==> config.mk <==
export PLATFORM = sky130hd
export DESIGN_NAME = irq_bank
export DESIGN_NICKNAME = d
export VERILOG_FILES = /design/src/rtl/irq_bank_pkg.sv /design/src/rtl/irq_bank_decode.sv /design/src/rtl/irq_bank_sticky.sv /design/src/rtl/irq_bank_rdmux.sv /design/src/rtl/irq_bank.sv
export SDC_FILE = /design/constraint.sdc
export NUM_CORES = 1
export LEC_CHECK = 0
export ABC_CLOCK_PERIOD_IN_PS = 2830
export BUFFER_PORTS_ARGS = -buffer_cell sky130_fd_sc_hd__buf_2
export CORE_UTILIZATION = 32
export CTS_CLUSTER_SIZE = 30
export DETAILED_ROUTE_END_ITERATION = 8
export PLACE_DENSITY = 0.78
export SYNTH_ARGS = -nofsm -noshare
export SYNTH_HDL_FRONTEND = slang
export SYNTH_SLANG_ARGS = --single-unit
==> constraint.sdc <==
create_clock -name clk -period 2.83 [get_ports clk]
set_input_delay 0.849 -clock clk [delete_from_list [all_inputs] [get_ports clk]]
set_output_delay 0.849 -clock clk [all_outputs]
set_load 0.01 [all_outputs]
==> src/rtl/irq_bank_pkg.sv <==
package irq_bank_pkg;

    // Register selected by the current bus address
    typedef enum logic [1:0] {
        SEL_STATE  = 2'd0,
        SEL_ENABLE = 2'd1,
        SEL_TEST   = 2'd2,
        SEL_NONE   = 2'd3
    } reg_sel_e;

    // Word indices (address >> 2) of the mapped registers
    localparam int unsigned WORD_STATE     = 0;
    localparam int unsigned WORD_ENABLE    = 1;
    localparam int unsigned WORD_TEST      = 2;
    localparam int unsigned BYTE_LANE_BITS = 2;

endpackage

==> src/rtl/irq_bank_decode.sv <==
module irq_bank_decode
    import irq_bank_pkg::*;
#(
    parameter int ADDR_W = 8
) (
    input  logic [ADDR_W-1:0] addr,
    output reg_sel_e          sel
);
    localparam int WORD_W = ADDR_W - BYTE_LANE_BITS;

    logic [WORD_W-1:0] word;
    logic              unused_lane;

    assign word        = addr[ADDR_W-1:BYTE_LANE_BITS];
    assign unused_lane = ^addr[BYTE_LANE_BITS-1:0];

    always_comb begin
        unique case (word)
            WORD_W'(WORD_STATE):  sel = SEL_STATE;
            WORD_W'(WORD_ENABLE): sel = SEL_ENABLE;
            WORD_W'(WORD_TEST):   sel = SEL_TEST;
            default:              sel = SEL_NONE;
        endcase
    end
endmodule

==> src/rtl/irq_bank_sticky.sv <==
module irq_bank_sticky #(
    parameter int NUM_SRC = 4
) (
    input  logic               clk,
    input  logic               rst_n,
    input  logic [NUM_SRC-1:0] set_hw,
    input  logic [NUM_SRC-1:0] set_sw,
    input  logic [NUM_SRC-1:0] clr_sw,
    output logic [NUM_SRC-1:0] state
);
    for (genvar i = 0; i < NUM_SRC; i++) begin : g_bit
        logic bit_q;
        always_ff @(posedge clk or negedge rst_n) begin
            if (!rst_n) begin
                bit_q <= 1'b0;
            end else if (set_hw[i] || set_sw[i]) begin
                bit_q <= 1'b1;       // any set beats a clear
            end else if (clr_sw[i]) begin
                bit_q <= 1'b0;
            end
        end
        assign state[i] = bit_q;
    end
endmodule

==> src/rtl/irq_bank_rdmux.sv <==
module irq_bank_rdmux
    import irq_bank_pkg::*;
#(
    parameter int NUM_SRC = 4,
    parameter int DATA_W  = 32
) (
    input  reg_sel_e           sel,
    input  logic [NUM_SRC-1:0] state,
    input  logic [NUM_SRC-1:0] enable,
    output logic [DATA_W-1:0]  rdata
);
    always_comb begin
        rdata = '0;
        unique case (sel)
            SEL_STATE:  rdata[NUM_SRC-1:0] = state;
            SEL_ENABLE: rdata[NUM_SRC-1:0] = enable;
            SEL_TEST:   rdata = '0;
            SEL_NONE:   rdata = '0;
        endcase
    end
endmodule

==> src/rtl/irq_bank.sv <==
module irq_bank
    import irq_bank_pkg::*;
#(
    parameter int NUM_SRC = 4,
    parameter int DATA_W  = 32,
    parameter int ADDR_W  = 8
) (
    input  logic               clk,
    input  logic               rst_n,
    input  logic [ADDR_W-1:0]  bus_addr,
    input  logic               bus_wr,
    input  logic [DATA_W-1:0]  bus_wdata,
    output logic [DATA_W-1:0]  bus_rdata,
    input  logic [NUM_SRC-1:0] hw_event,
    output logic [NUM_SRC-1:0] irq_out
);
    reg_sel_e           sel;
    logic [NUM_SRC-1:0] wmask;
    logic [NUM_SRC-1:0] clr_sw;
    logic [NUM_SRC-1:0] set_sw;
    logic [NUM_SRC-1:0] state_q;
    logic [NUM_SRC-1:0] enable_q;
    logic               unused_hi;

    assign wmask     = bus_wdata[NUM_SRC-1:0];
    assign unused_hi = ^bus_wdata[DATA_W-1:NUM_SRC];

    irq_bank_decode #(.ADDR_W(ADDR_W)) u_decode (
        .addr (bus_addr),
        .sel  (sel)
    );

    assign clr_sw = (bus_wr && sel == SEL_STATE) ? wmask : '0;
    assign set_sw = (bus_wr && sel == SEL_TEST)  ? wmask : '0;

    irq_bank_sticky #(.NUM_SRC(NUM_SRC)) u_sticky (
        .clk    (clk),
        .rst_n  (rst_n),
        .set_hw (hw_event),
        .set_sw (set_sw),
        .clr_sw (clr_sw),
        .state  (state_q)
    );

    always_ff @(posedge clk or negedge rst_n) begin
        if (!rst_n) begin
            enable_q <= '0;
        end else if (bus_wr && sel == SEL_ENABLE) begin
            enable_q <= wmask;
        end
    end

    irq_bank_rdmux #(.NUM_SRC(NUM_SRC), .DATA_W(DATA_W)) u_rdmux (
        .sel    (sel),
        .state  (state_q),
        .enable (enable_q),
        .rdata  (bus_rdata)
    );

    assign irq_out = state_q & enable_q;
endmodule

==> reports/qor.csv <==
stage,metric,value,unit
status,outcome,completed,
critical_path,launch point of the critical path,bus_addr[6],
critical_path,"Max FO, Critical Path",4,
power_and_ir_drop,worst vdd ir,0.000201,V
global_route,GRT overflow,0,
clocking,Worst-path clk slew,0.05,ns
logic_synthesis,Synth Instances,72,
placement,IO Port Bufs,24,
logic_synthesis,"Avg Cell Area, Syn",9.64,sq um
global_route,vias in the first global route,425,
timing,highest clock rate,0.355,GHz
clocking,H-tree depth,1,
critical_path,WP data arrival,1.97,ns
finish,diodes inserted,0,
finish,area of the multi-input gates,378,sq um
clocking,clk root buf,clkbuf_4,
placement,gp weighted congestion,0.697,
critical_path,kind of critical path,primary input to primary output,
placement,HPWL after detailed placement,961,microns
timing,Tcrit/Tclk final,0.996,
drt,Pre-Repair DR Iteration Count,5,
drt,routed via count,519,
finish,layout cell share with drive strength beyond 1,0.392,
power_and_ir_drop,Pwr Density,372,mW/mm^2
logic_synthesis,Netlist Area Pre-Place,694,sq um
timing,Final Hold Vio Count,0,
hold_path,Hold WC Path Type,primary input to async pin,
finish,Layout area overhead,10.6,%
logic_synthesis,largest family of logic cells by synthesized area,buffers and inverters,
critical_path,CP required,1.98,ns
logic_synthesis,Compound-Gate Fraction of Synth Area,0.108,
logic_synthesis,Synth Register Bits,8,
timing,Final Max Slew Viols,0,
clocking,CTS tree,yes,
finish,Fill cells,223,
critical_path,worst reg2reg path endpoint,u_sticky.g_bit[1].bit_q$_DFFE_PN0P_,
placement,DP Worst Slack,-0.0846,ns
drt,drc violations,0,
finish,final net count,146,
timing,RSZ-0062 raised after global routing,yes,
finish,Finished Layout Cells,124,
timing,WHS,0.438,ns
floorplan,DIE AREA,0.00236,sq mm
run,# Max-Cap Violations,0,
logic_synthesis,Yosys cell types,16,
floorplan,Die H,48.6,microns
placement,Placed Cells,121,
finish,register area,200,sq um
critical_path,R2R Setup Slk,1.90,ns
drt,WL/cell,9.62,microns
clocking,TritonCTS Buffers,3,
timing,Setup TNS Final,0,ns
global_route,GRT Total Usage,0.103,
logic_synthesis,simple-gate share of the synthesized area,0.151,
critical_path,Critical Path Source Type,primary input,
timing,fin crit period,2.82,ns
power_and_ir_drop,Overall Power,0.286,mW
logic_synthesis,XOR/XNOR Fraction of Synth Area,0,
floorplan,Rows,16,
finish,post-route cell area,768,sq um
timing,Max Clock Skew,0,ns
global_route,antenna violations before repair,0,
global_route,largest net degree at the start of global routing,11,
floorplan,Core Footprint,0.00200,sq mm
clocking,CTS max path bufs,2,
clocking,postcts setup bufs,0,
floorplan,starting density of the core,0.347,
floorplan,Die W,48.6,microns
floorplan,Boundary Pins,83,
drt,vias per cell,4.19,
critical_path,CP endpoint kind,primary output,
critical_path,r2r worst-path depth,2,
drt,1st-iter DRT viols,5,
logic_synthesis,post-synthesis adder-cell area fraction,0,
global_route,first-pass GRT wire length,1.86,mm
drt,Detail Route Antenna Nets,0,
power_and_ir_drop,static leakage,0.405,nW
logic_synthesis,mux contribution to synthesized area,0.123,
timing,final setup violation count,0,
finish,Util after Layout,0.384,
placement,Post-DP Area,732,sq um
clocking,clk_lat worst skew,0.24,ns
logic_synthesis,sequential share of the synthesized area,0.288,
logic_synthesis,synth warn,0,
clocking,# clock sinks,8,
critical_path,reg2reg start,u_sticky.g_bit[1].bit_q$_DFFE_PN0P_,
drt,WL final,1.19,mm
timing,post-route setup slack,0.0104,ns
worst max-delay path by stage:
stage	end	slack (ns)
after global placement	bus_rdata[2]	-0.08
final	bus_rdata[2]	0.01
after global routing	bus_rdata[2]	-0.04
after detailed placement	bus_rdata[0]	-0.08
after CTS	bus_rdata[0]	-0.004
after floorplan	bus_rdata[0]	-0.01
sequential cells by signal, indices dropped and copies added, names as in the netlist:
register,count
u_sticky.g_bit.bit_q,4
enable_q,4
power breakdown:
part	internal, mW	leakage [nW]	switching, mW
logic	0.0300	0.303	0.0443
registers	0.123	0.0883	0.00519
clock network	0.0483	0.0138	0.0352
total	0.201	0.405	0.0847
placed cells by master (no fill, tap or decap):
cell type	netlist	layout
mux2i_1	4	4
conb_1	1	28
or4_4	1	1
nor3_4	1	1
nor2_2	0	2
or2_4	0	1
o31a_1	4	4
nor2_1	4	2
a311o_1	4	4
nor3b_2	1	1
mux2_2	4	4
buf_4	28	1
dfrtp_1	8	8
clkbuf_4	0	3
nand2_1	5	5
and2_1	4	4
buf_6	1	1
buf_2	0	23
kinds of logic (layout without fill, tap and decap cells):
group,Yosys count,in the layout
muxes,8,8
AOI/OAI and AO/OA,8,8
buffers and inverters,30,28
and+or+nand+nor,17,17
DFF,8,8
other,1,28
cell usage after synthesis, drive strengths merged:
| cell | count | share of area |
|---|---|---|
| a311o | 4 | 0.058 |
| and2 | 4 | 0.036 |
| buf | 29 | 0.32 |
| clkbuf | 1 | 0.0054 |
| conb | 1 | 0.0054 |
| dfrtp | 8 | 0.29 |
| mux2 | 4 | 0.065 |
| mux2i | 4 | 0.058 |
| nand2 | 5 | 0.027 |
| nor2 | 4 | 0.022 |
| nor3 | 1 | 0.023 |
| nor3b | 1 | 0.018 |
| o31a | 4 | 0.050 |
| or2 | 1 | 0.0090 |
| or4 | 1 | 0.016 |
area by class of cell:
class	count	area share
multi-input combinational	61	0.492
sequential	8	0.261
timing repair buffer	25	0.174
tap	27	0.0440
clock buffer	3	0.0293
critical path: stages:
cell and delay (ns):
buf_6 0.09, or4_4 0.53, or2_4 0.27, nor2_2 0.09
buf_2 0.13
per-layer routing:
metal / up-vias / share of wire / global-route usage
met5: - / 0 / 0
met4: 0 / 0 / 0.0588
met3: 0 / 0.10 / 0.0252
met2: 41 / 0.51 / 0.178
met1: 237 / 0.39 / 0.114
li1: 241 / - / -
repair_timing:
item                                    4_1_cts  5_1_grt
hold buffers                                  0        0
pin swaps                                     6        1
gates resized for setup                       2        2
endpoints found under the setup margin        4        4
Power figures use the tool's default switching activity.
